**config.mk**
```make
export PLATFORM = sky130hd
export DESIGN_NAME = dalg_engine
export DESIGN_NICKNAME = d
export VERILOG_FILES = /design/src/rtl/dalg_pkg.sv /design/src/rtl/dalg_gate_table.sv /design/src/rtl/dalg_net_store.sv /design/src/rtl/dalg_gate_eval.sv /design/src/rtl/dalg_seq.sv /design/src/rtl/dalg_engine.sv
export SDC_FILE = /design/constraint.sdc
export NUM_CORES = 1
export LEC_CHECK = 0
export BUFFER_PORTS_ARGS = -buffer_cell sky130_fd_sc_hd__clkbuf_2
export CORE_UTILIZATION = 54
export DETAILED_ROUTE_END_ITERATION = 6
export GPL_ROUTABILITY_DRIVEN = 0
export PLACE_DENSITY = 0.79
export REMOVE_ABC_BUFFERS = 1
export SYNTH_ARGS = -nofsm -noshare
export SYNTH_HDL_FRONTEND = slang
export SYNTH_SLANG_ARGS = --single-unit
export TNS_END_PERCENT = 1
```
**constraint.sdc**
```tcl
create_clock -name clk -period 5.7 [get_ports clk]
set_input_delay 0.285 -clock clk [delete_from_list [all_inputs] [get_ports clk]]
set_output_delay 0.285 -clock clk [all_outputs]
set_load 0.01 [all_outputs]
```
**src/rtl/dalg_pkg.sv**
```systemverilog
package dalg_pkg;

    // Three-valued component of a good/faulty pair
    typedef enum logic [1:0] {T0 = 2'd0, T1 = 2'd1, TX = 2'd2} tern_t;

    // Five-valued reported symbol
    typedef enum logic [2:0] {
        FV0  = 3'd0,
        FV1  = 3'd1,
        FVX  = 3'd2,
        FVD  = 3'd3,
        FVDB = 3'd4
    } fv_t;

    typedef enum logic [1:0] {G_AND = 2'd0, G_OR = 2'd1, G_NOT = 2'd2, G_BUF = 2'd3} gop_t;

    typedef struct packed {
        tern_t good;
        tern_t bad;
    } pair_t;

    function automatic tern_t to_tern(input logic [1:0] v);
        return v[1] ? TX : (v[0] ? T1 : T0);
    endfunction

    function automatic tern_t t_and(input tern_t a, input tern_t b);
        if (a == T0 || b == T0) return T0;
        if (a == T1 && b == T1) return T1;
        return TX;
    endfunction

    function automatic tern_t t_or(input tern_t a, input tern_t b);
        if (a == T1 || b == T1) return T1;
        if (a == T0 && b == T0) return T0;
        return TX;
    endfunction

    function automatic tern_t t_not(input tern_t a);
        if (a == T0) return T1;
        if (a == T1) return T0;
        return TX;
    endfunction

    // Force the faulty component to the stuck polarity
    function automatic pair_t inject(input pair_t p, input logic pol);
        pair_t r;
        r.good = p.good;
        r.bad  = pol ? T1 : T0;
        return r;
    endfunction

    function automatic fv_t encode(input pair_t p);
        if (p.good == TX || p.bad == TX) return FVX;
        if (p.good == p.bad) return (p.good == T1) ? FV1 : FV0;
        return (p.good == T1) ? FVD : FVDB;
    endfunction

endpackage

```
**src/rtl/dalg_gate_table.sv**
```systemverilog
module dalg_gate_table
    import dalg_pkg::*;
#(
    parameter int MAX_GATES = 16,
    parameter int NET_W     = 5,
    localparam int GATE_W   = $clog2(MAX_GATES)
) (
    input  logic              clk,
    input  logic              rst,
    input  logic              wr_en,
    input  logic [GATE_W-1:0] wr_idx,
    input  logic [1:0]        wr_op,
    input  logic [NET_W-1:0]  wr_a,
    input  logic [NET_W-1:0]  wr_b,
    input  logic [GATE_W-1:0] rd_idx,
    output gop_t              rd_op,
    output logic [NET_W-1:0]  rd_a,
    output logic [NET_W-1:0]  rd_b
);
    gop_t             op_q  [MAX_GATES];
    logic [NET_W-1:0] a_q   [MAX_GATES];
    logic [NET_W-1:0] b_q   [MAX_GATES];

    always_ff @(posedge clk) begin
        if (rst) begin
            for (int i = 0; i < MAX_GATES; i++) begin
                op_q[i] <= G_BUF;
                a_q[i]  <= '0;
                b_q[i]  <= '0;
            end
        end else if (wr_en) begin
            op_q[wr_idx] <= gop_t'(wr_op);
            a_q[wr_idx]  <= wr_a;
            b_q[wr_idx]  <= wr_b;
        end
    end

    assign rd_op = op_q[rd_idx];
    assign rd_a  = a_q[rd_idx];
    assign rd_b  = b_q[rd_idx];
endmodule

```
**src/rtl/dalg_net_store.sv**
```systemverilog
module dalg_net_store
    import dalg_pkg::*;
#(
    parameter int NUM_IN    = 4,
    parameter int NUM_NETS  = 20,
    localparam int NET_W    = $clog2(NUM_NETS)
) (
    input  logic             clk,
    input  logic             rst,
    input  logic             load,
    input  pair_t            load_vals [NUM_IN],
    input  logic             wr_en,
    input  logic [NET_W-1:0] wr_addr,
    input  pair_t            wr_val,
    input  logic [NET_W-1:0] rd_a_addr,
    input  logic [NET_W-1:0] rd_b_addr,
    output pair_t            rd_a,
    output pair_t            rd_b
);
    localparam pair_t UNKNOWN = '{good: TX, bad: TX};

    pair_t nets [NUM_NETS];

    always_ff @(posedge clk) begin
        if (rst) begin
            for (int i = 0; i < NUM_NETS; i++) nets[i] <= UNKNOWN;
        end else if (load) begin
            for (int i = 0; i < NUM_NETS; i++)
                nets[i] <= (i < NUM_IN) ? load_vals[i] : UNKNOWN;
        end else if (wr_en) begin
            nets[wr_addr] <= wr_val;
        end
    end

    assign rd_a = (int'(rd_a_addr) < NUM_NETS) ? nets[rd_a_addr] : UNKNOWN;
    assign rd_b = (int'(rd_b_addr) < NUM_NETS) ? nets[rd_b_addr] : UNKNOWN;
endmodule

```
**src/rtl/dalg_gate_eval.sv**
```systemverilog
module dalg_gate_eval
    import dalg_pkg::*;
(
    input  gop_t  op,
    input  pair_t a,
    input  pair_t b,
    output pair_t y
);
    always_comb begin
        unique case (op)
            G_AND: begin
                y.good = t_and(a.good, b.good);
                y.bad  = t_and(a.bad,  b.bad);
            end
            G_OR: begin
                y.good = t_or(a.good, b.good);
                y.bad  = t_or(a.bad,  b.bad);
            end
            G_NOT: begin
                y.good = t_not(a.good);
                y.bad  = t_not(a.bad);
            end
            default: y = a;
        endcase
    end

    // Five-valued rules checked at the symbol level
    always_comb begin
        if (op == G_NOT && encode(a) == FVD)
            assert_not_swaps_d_R3: assert (encode(y) == FVDB);
        if (op == G_AND && (encode(a) == FV0 || encode(b) == FV0))
            assert_and_controlled_R4: assert (encode(y) == FV0);
        if (op == G_OR && (encode(a) == FV1 || encode(b) == FV1))
            assert_or_controlled_R5: assert (encode(y) == FV1);
    end
endmodule

```
**src/rtl/dalg_seq.sv**
```systemverilog
module dalg_seq #(
    parameter int MAX_GATES = 16,
    localparam int GATE_W   = $clog2(MAX_GATES)
) (
    input  logic              clk,
    input  logic              rst,
    input  logic              start,
    input  logic [GATE_W-1:0] count_m1,
    output logic              accept,
    output logic              busy,
    output logic              last,
    output logic [GATE_W-1:0] ptr
);
    logic [GATE_W-1:0] cm_q;

    assign accept = start && !busy;
    assign last   = busy && (ptr == cm_q);

    always_ff @(posedge clk) begin
        if (rst) begin
            busy <= 1'b0;
            ptr  <= '0;
            cm_q <= '0;
        end else if (accept) begin
            busy <= 1'b1;
            ptr  <= '0;
            cm_q <= count_m1;
        end else if (busy) begin
            if (last) busy <= 1'b0;
            else      ptr  <= ptr + 1'b1;
        end
    end

    assert_run_advances_R10: assert property (@(posedge clk) disable iff (rst)
        (busy && !last) |=> (busy && ptr == $past(ptr) + 1'b1));

    assert_run_ends_R9: assert property (@(posedge clk) disable iff (rst)
        last |=> !busy);
endmodule

```
**src/rtl/dalg_engine.sv**
```systemverilog
module dalg_engine
    import dalg_pkg::*;
#(
    parameter int NUM_IN    = 4,
    parameter int MAX_GATES = 16,
    localparam int NUM_NETS = NUM_IN + MAX_GATES,
    localparam int NET_W    = $clog2(NUM_NETS),
    localparam int GATE_W   = $clog2(MAX_GATES),
    localparam int CNT_W    = $clog2(MAX_GATES + 1)
) (
    input  logic                clk,
    input  logic                rst,
    input  logic                cfg_we,
    input  logic [GATE_W-1:0]   cfg_gate,
    input  logic [1:0]          cfg_op,
    input  logic [NET_W-1:0]    cfg_src_a,
    input  logic [NET_W-1:0]    cfg_src_b,
    input  logic                start,
    input  logic [CNT_W-1:0]    num_gates,
    input  logic [2*NUM_IN-1:0] pi_vals,
    input  logic [NET_W-1:0]    fault_site,
    input  logic                stuck_val,
    output logic                busy,
    output logic                done,
    output logic [2:0]          out_val,
    output logic                detected
);
    logic              accept, last;
    logic [GATE_W-1:0] ptr, count_m1;
    logic [NET_W-1:0]  site_q, gnet, src_a, src_b;
    logic              pol_q;
    gop_t              op;
    pair_t             in_pairs [NUM_IN];
    pair_t             va, vb, y, y_inj;
    fv_t               y_sym;

    assign count_m1 = (num_gates == '0) ? '0 : GATE_W'(num_gates - CNT_W'(1));

    // Primary input pairs with the fault applied at load time
    always_comb begin
        for (int i = 0; i < NUM_IN; i++) begin
            in_pairs[i].good = to_tern(pi_vals[2*i +: 2]);
            in_pairs[i].bad  = in_pairs[i].good;
            if (fault_site == NET_W'(i)) in_pairs[i] = inject(in_pairs[i], stuck_val);
        end
    end

    always_ff @(posedge clk) begin
        if (rst) begin
            site_q <= '0;
            pol_q  <= 1'b0;
        end else if (accept) begin
            site_q <= fault_site;
            pol_q  <= stuck_val;
        end
    end

    dalg_seq #(.MAX_GATES(MAX_GATES)) u_seq (
        .clk(clk), .rst(rst), .start(start), .count_m1(count_m1),
        .accept(accept), .busy(busy), .last(last), .ptr(ptr)
    );

    dalg_gate_table #(.MAX_GATES(MAX_GATES), .NET_W(NET_W)) u_table (
        .clk(clk), .rst(rst), .wr_en(cfg_we), .wr_idx(cfg_gate), .wr_op(cfg_op),
        .wr_a(cfg_src_a), .wr_b(cfg_src_b), .rd_idx(ptr),
        .rd_op(op), .rd_a(src_a), .rd_b(src_b)
    );

    assign gnet = NET_W'(NUM_IN + int'(ptr));

    dalg_net_store #(.NUM_IN(NUM_IN), .NUM_NETS(NUM_NETS)) u_nets (
        .clk(clk), .rst(rst), .load(accept), .load_vals(in_pairs),
        .wr_en(busy), .wr_addr(gnet), .wr_val(y_inj),
        .rd_a_addr(src_a), .rd_b_addr(src_b), .rd_a(va), .rd_b(vb)
    );

    dalg_gate_eval u_eval (.op(op), .a(va), .b(vb), .y(y));

    assign y_inj = (gnet == site_q) ? inject(y, pol_q) : y;
    assign y_sym = encode(y_inj);

    always_ff @(posedge clk) begin
        if (rst) begin
            done     <= 1'b0;
            out_val  <= FVX;
            detected <= 1'b0;
        end else begin
            done <= last;
            if (last) begin
                out_val  <= y_sym;
                detected <= (y_sym == FVD) || (y_sym == FVDB);
            end
        end
    end

    assert_done_pulse_R9: assert property (@(posedge clk) disable iff (rst)
        done |=> !done);

    assert_detect_changes_at_done_R8: assert property (@(posedge clk) disable iff (rst)
        $changed(detected) |-> done);

    assert_start_busy_ignored_R10: assert property (@(posedge clk) disable iff (rst)
        (start && busy && !last) |=> busy);
endmodule

```
* Yosys cells after proc, flatten, opt, wreduce, memory -nomap -nowiden
Memories as Yosys holds them, arrays and structs flattened. A register that Yosys moved wholly into a read port is not among the register bits. Cells that the tools add are included.
Cells by class: $add $sub $neg 3, order comparisons 2, equal/unequal tests 17, muxes and demuxes 135, bitwise logic cells 21, reduce and logical (&&, ||, !) cells 26
Operator list (number):
- two-way mux 4 bit | 33
- two-way mux 2 bit | 34
- two-way mux 1 bit | 59
- OR 1 bit | 20
- two-way mux 3 bit | 5
- two-way mux 5 bit | 3
- == test 2 x 1 -> 1 bit (second input constant) | 6
- one-hot mux 4 bit (3 select lines) | 1
- == test 5 x 2 -> 1 bit (second input constant) | 2
- logical NOT 2 bit | 5
- logical NOT 5 bit | 2
- < comparator 5 bit (second input constant) | 2
- OR reduction 5 bit | 2
- == test 2 bit (second input constant) | 3
- logical AND 1 bit | 6
- logical OR 1 bit | 6
- adder 3 x 4 -> 5 bit (first input constant) | 1
- == test 5 x 1 -> 1 bit (second input constant) | 1
- == test 5 bit | 1
- adder 4 x 1 -> 4 bit (second input constant) | 1
- == test 4 bit | 1
- OR reduction 2 bit | 2
- OR reduction 4 bit | 1
- subtractor 4 x 1 -> 4 bit (second input constant) | 1
- 6 further kinds | 6
Storage, ports and cells: register bits after elaboration 20, bits in writable memories 272, bits of input ports 39, output and inout port bits 6, logic and storage cells 216, memories 4
Memories:
- u_nets.nets | depth 20, width 4, rd ports 2, clocked after memory_dff 0, wr ports 20, line dalg_net_store.sv:22 | pair_t nets [NUM_NETS];
- u_table.a_q | depth 16, width 5, rd ports 1, clocked after memory_dff 1, wr ports 16, line dalg_gate_table.sv:21 | logic [NET_W-1:0] a_q [MAX_GATES];
- u_table.b_q | depth 16, width 5, rd ports 1, clocked after memory_dff 1, wr ports 16, line dalg_gate_table.sv:22 | logic [NET_W-1:0] b_q [MAX_GATES];
- u_table.op_q | depth 16, width 2, rd ports 1, clocked after memory_dff 1, wr ports 16, line dalg_gate_table.sv:20 | gop_t op_q [MAX_GATES];

* Logic depth before layout (Yosys ltp)
depth after elaboration 20, depth in mapped cells 19, depth with buffers taken out 13

* By module
Synthesis repeated with hierarchy kept, for this count alone.
Unflattened totals: cell total of the unflattened synthesis 1109, area total of the unflattened synthesis 14899.3 um^2
By module, submodules not included:
- dalg_gate_table | instances 1, cells each 561, area an instance 8772.2 um^2, seq. area each 5765.5 um^2
- dalg_net_store | instances 1, cells each 382, area an instance 4737.0 um^2, seq. area each 2402.3 um^2
- dalg_engine | instances 1, cells each 103, area an instance 824.5 um^2, seq. area each 220.2 um^2
- dalg_seq | instances 1, cells each 43, area an instance 414.1 um^2, seq. area each 180.2 um^2
- dalg_gate_eval | instances 1, cells each 20, area an instance 151.4 um^2, seq. area each 0.0 um^2

* Worst setup path before layout
No wires, ideal clock.
path kind register -> register, from reg (tool-made name), to mem u_nets.nets[0][0] (netlist bit), data pin, setup time 0.271 ns, data arrival time 3.378 ns, data required time 5.429 ns, slack 2.051 ns, cell stages (with the launch flop) 18, period minus slack after synthesis 3.649 ns, path through dfxtp_1 > buf_6 > buf_6 > buf_6 > mux2i_1 > a22oi_1 > and3_1 > buf_2 > nor2_1 > buf_2 > mux2i_1 > o22ai_1 > or4bb_1 > nand2_1 > a21oi_1 > a311oi_2 > buf_2 > o22ai_1
RTL lines (line):
- to (decl) | dalg_net_store.sv:22

==> impl_metrics.tcl <==
set metrics [dict create \
    grt_max_degree 32 \
    cts_setup_buffers 0 \
    multi_input_area_um2 5930 \
    critPathRequiredTime_ns 5.98 \
    cts-root-buf "clkbuf_16" \
    min_path_type "in2reg" \
    crit_top_cell "buf_4" \
    avgSynthCellArea_um2 12.0 \
    syn_area_um2 15100 \
    vias 10900 \
    die-area_um2 28600 \
    grt_pass1_wl_um 61600 \
    seq_area_frac_synth 0.574 \
    min_from "fault_site[0]" \
    ctsLongestPathBuffers 3 \
    min_period_over_period 0.865 \
    die_w_um 169 \
    cts_num_sinks 296 \
    cts.clk_slew.worst_paths_ns 0.06 \
    nets 1325 \
    slew_viol_final 0 \
    seqCellArea_um2 8650 \
    start_kind "flop" \
    setup_viol_count_final 0 \
    h-tree-depth 1 \
    slew_headroom 0.108 \
    clock_latency_ns 0.59 \
    p_leak_uw 0.00575 \
    fin_crit_ns 4.93 \
    drtPass1Iterations 7 \
    io_buffers 44 \
    ctsHoldBuffers 4 \
    route.met2.wl_um 17700 \
    path_cells "buf_4, mux2i_1, a22oi_1, nand3_1, buf_4, nand2_1, buf_4, mux2i_1, a211o_1, nand3_1, or2_1, nor2_1, o32a_1, buf_4, nand3_1" \
    finalHoldViolCount 0 \
    antenna_found_initial 0 \
    routed_wl_um 40100 \
    grt_setup_unrepaired "false" \
    viasPerCell 6.52 \
    dr.max_layer_used "met4" \
    fillerInstances 2060 \
    skew_ns 0.0362 \
    start_util 0.555 \
    status "finished clean" \
    end_kind "flop" \
    synth_ff_type "edfxtp_1" \
    fin_area_um2 16700 \
    ys_async_sr_fraction 0 \
    rows 60 \
    drc 0 \
    io_pins 45 \
    final_common_cell "edfxtp_1" \
    crit_slowest_cell "dfxtp_4" \
    synth_cell_type_count 75 \
    ys_seq_elements 296 \
    grt_pass1_vias 10400 \
    routedWlPerCell_um 24.0 \
    fmax_mhz 203 \
    first_iter_violations 1732 \
    critPathArrivalTime_ns 5.21 \
    max_stage_delay_ns 0.68 \
    tightest_slew_ns 1.33 \
    wl_met1_um 15200 \
    ir_drop_mv 0.282 \
    placed_cell_area_um2 15600 \
    drive_gt1_frac 0.143 \
    syn_inst 1251 \
    design.core.area_um2 27200 \
    cts_made_buffers 30 \
    die_y_um 169 \
    ctsResizeCount 0 \
    insertedDiodeCount 0 \
    grtUsageTotal 0.286 \
    synth-edff-count 272 \
    yosysWarningCount 0 \
    cp_max_fo 26 \
    cts_tree "yes" \
    setup_slack_ns 0.768 \
    antenna_left 0 \
    path_class "reg2reg" \
    wl_met3_um 5400 \
    hpwlAfterDp_um 27600 \
    max_cap_violations 0 \
    place_ws_ns 0.837 \
    syn_to_final_growth_pct 10.5 \
    final_cell_mix "edfxtp_1, and2_1, nand2_1" \
    p_per_area_nw_per_um2 308 \
    gr-total-overflow 0 \
]
per-layer routing:
metal | up-vias | global-route usage
li1 | 4715 | -
met1 | 5215 | 0.410
met2 | 804 | 0.429
met3 | 153 | 0.0587
met4 | 0 | 0.116
met5 | - | 0
synth_stat cells, types with 3 or more instances:
library cell    n  share of area
nor3_1         12         0.0040
buf_2          21         0.0070
nor2_1         82          0.020
a31oi_1         3         0.0012
a22oi_1        16         0.0080
o22ai_1         5         0.0021
xnor2_1        12         0.0070
ha_1           11         0.0091
mux2i_1        57          0.038
a21oi_1        25         0.0083
mux2_2          3         0.0022
a221oi_1        3         0.0017
o211ai_1        6         0.0030
a211oi_1       13         0.0065
o21a_1          3         0.0015
nand4_1         5         0.0021
buf_6           8         0.0060
a311oi_1        3         0.0017
a2111oi_0       3         0.0017
o21ai_0        42          0.014
buf_4           3         0.0015
edfxtp_1      272           0.54
and3_1         19         0.0079
or2_2           4         0.0017
xor2_1          4         0.0023
nand3_1        93          0.031
a41oi_1         3         0.0017
mux4_2         42          0.063
a211o_1         4         0.0023
clkbuf_1       56          0.014
a22o_1         11         0.0064
and2_1        163          0.068
a311o_1         3         0.0020
or3_1          27          0.011
nand2b_1       11         0.0046
inv_1          17         0.0042
dfxtp_1        24          0.032
nand2_1       100          0.025
nor2b_1        12         0.0050
a21boi_0        5         0.0025
final cells by class:
type                            instances  share of cell area
Tap cell                              372              0.0279
Clock inverter                         14              0.0101
Inverter                               19             0.00428
Sequential cell                       296               0.519
Clock buffer                           40              0.0510
Timing Repair Buffer                   81              0.0312
Multi-Input combinational cell        847               0.356
state kept, by name, summed over array words and instances (netlist names), named ones only:
signal        count
u_table.a_q      80
u_seq.cm_q        4
u_table.op_q     32
done              1
u_table.b_q      80
detected          1
u_seq.busy        1
u_seq.ptr         4
site_q            5
u_nets.nets      80
out_val           3
pol_q             1
cells by family (layout without fill, tap and decap cells):
| kind of cell | count (synthesis) | count (layout) | synth area share |
|---|---|---|---|
| AOI/OAI and AO/OA | 177 | 177 | 0.0842 |
| muxes | 103 | 103 | 0.104 |
| and+or+nand+nor | 540 | 540 | 0.187 |
| DFF | 296 | 296 | 0.574 |
| xor gates and xnor gates | 16 | 16 | 0.00930 |
| buffers and inverters | 108 | 154 | 0.0334 |
| adders and majority gates | 11 | 11 | 0.00913 |
final timing paths:
| path | endpoint | slack [ns] | cells past startpoint |
|---|---|---|---|
| max | u_nets.nets[10][3] | 0.77 | 15 |
| min | site_q[0] | 0.02 | 2 |
| max reg2reg | u_nets.nets[10][3] | 0.77 | 15 |
| min reg2reg | u_seq.cm_q[2] | 0.48 | 2 |
stage by stage:
step                      hold slack [ns]  cells  total power, µW  setup TNS [ns]  utilization
after floorplan                     0.354   1162             2900          -26.92            -
after global placement              0.460   1611             3110               0        0.574
after detailed placement            0.466   1611             3130               0        0.574
after CTS                         0.00567   1669             5110               0        0.613
after global routing               0.0243   1669             5240               0        0.613
final                              0.0246   1669             5120               0        0.613
power by group:
group	internal (µW)	switching (µW)
Sequential	2480	60.7
Clock	1180	833
Combinational	193	372
worst max-delay path, delay by kind of cell (launching register included):
kind,cells,cell delay [ns]
flip-flops,1,0.68
AO/OA/AOI/OAI,3,0.83
buffers and inverters,4,1.26
multiplexers,2,0.57
AND/OR/NAND/NOR,6,1.26
Power figures use the tool's default switching activity.
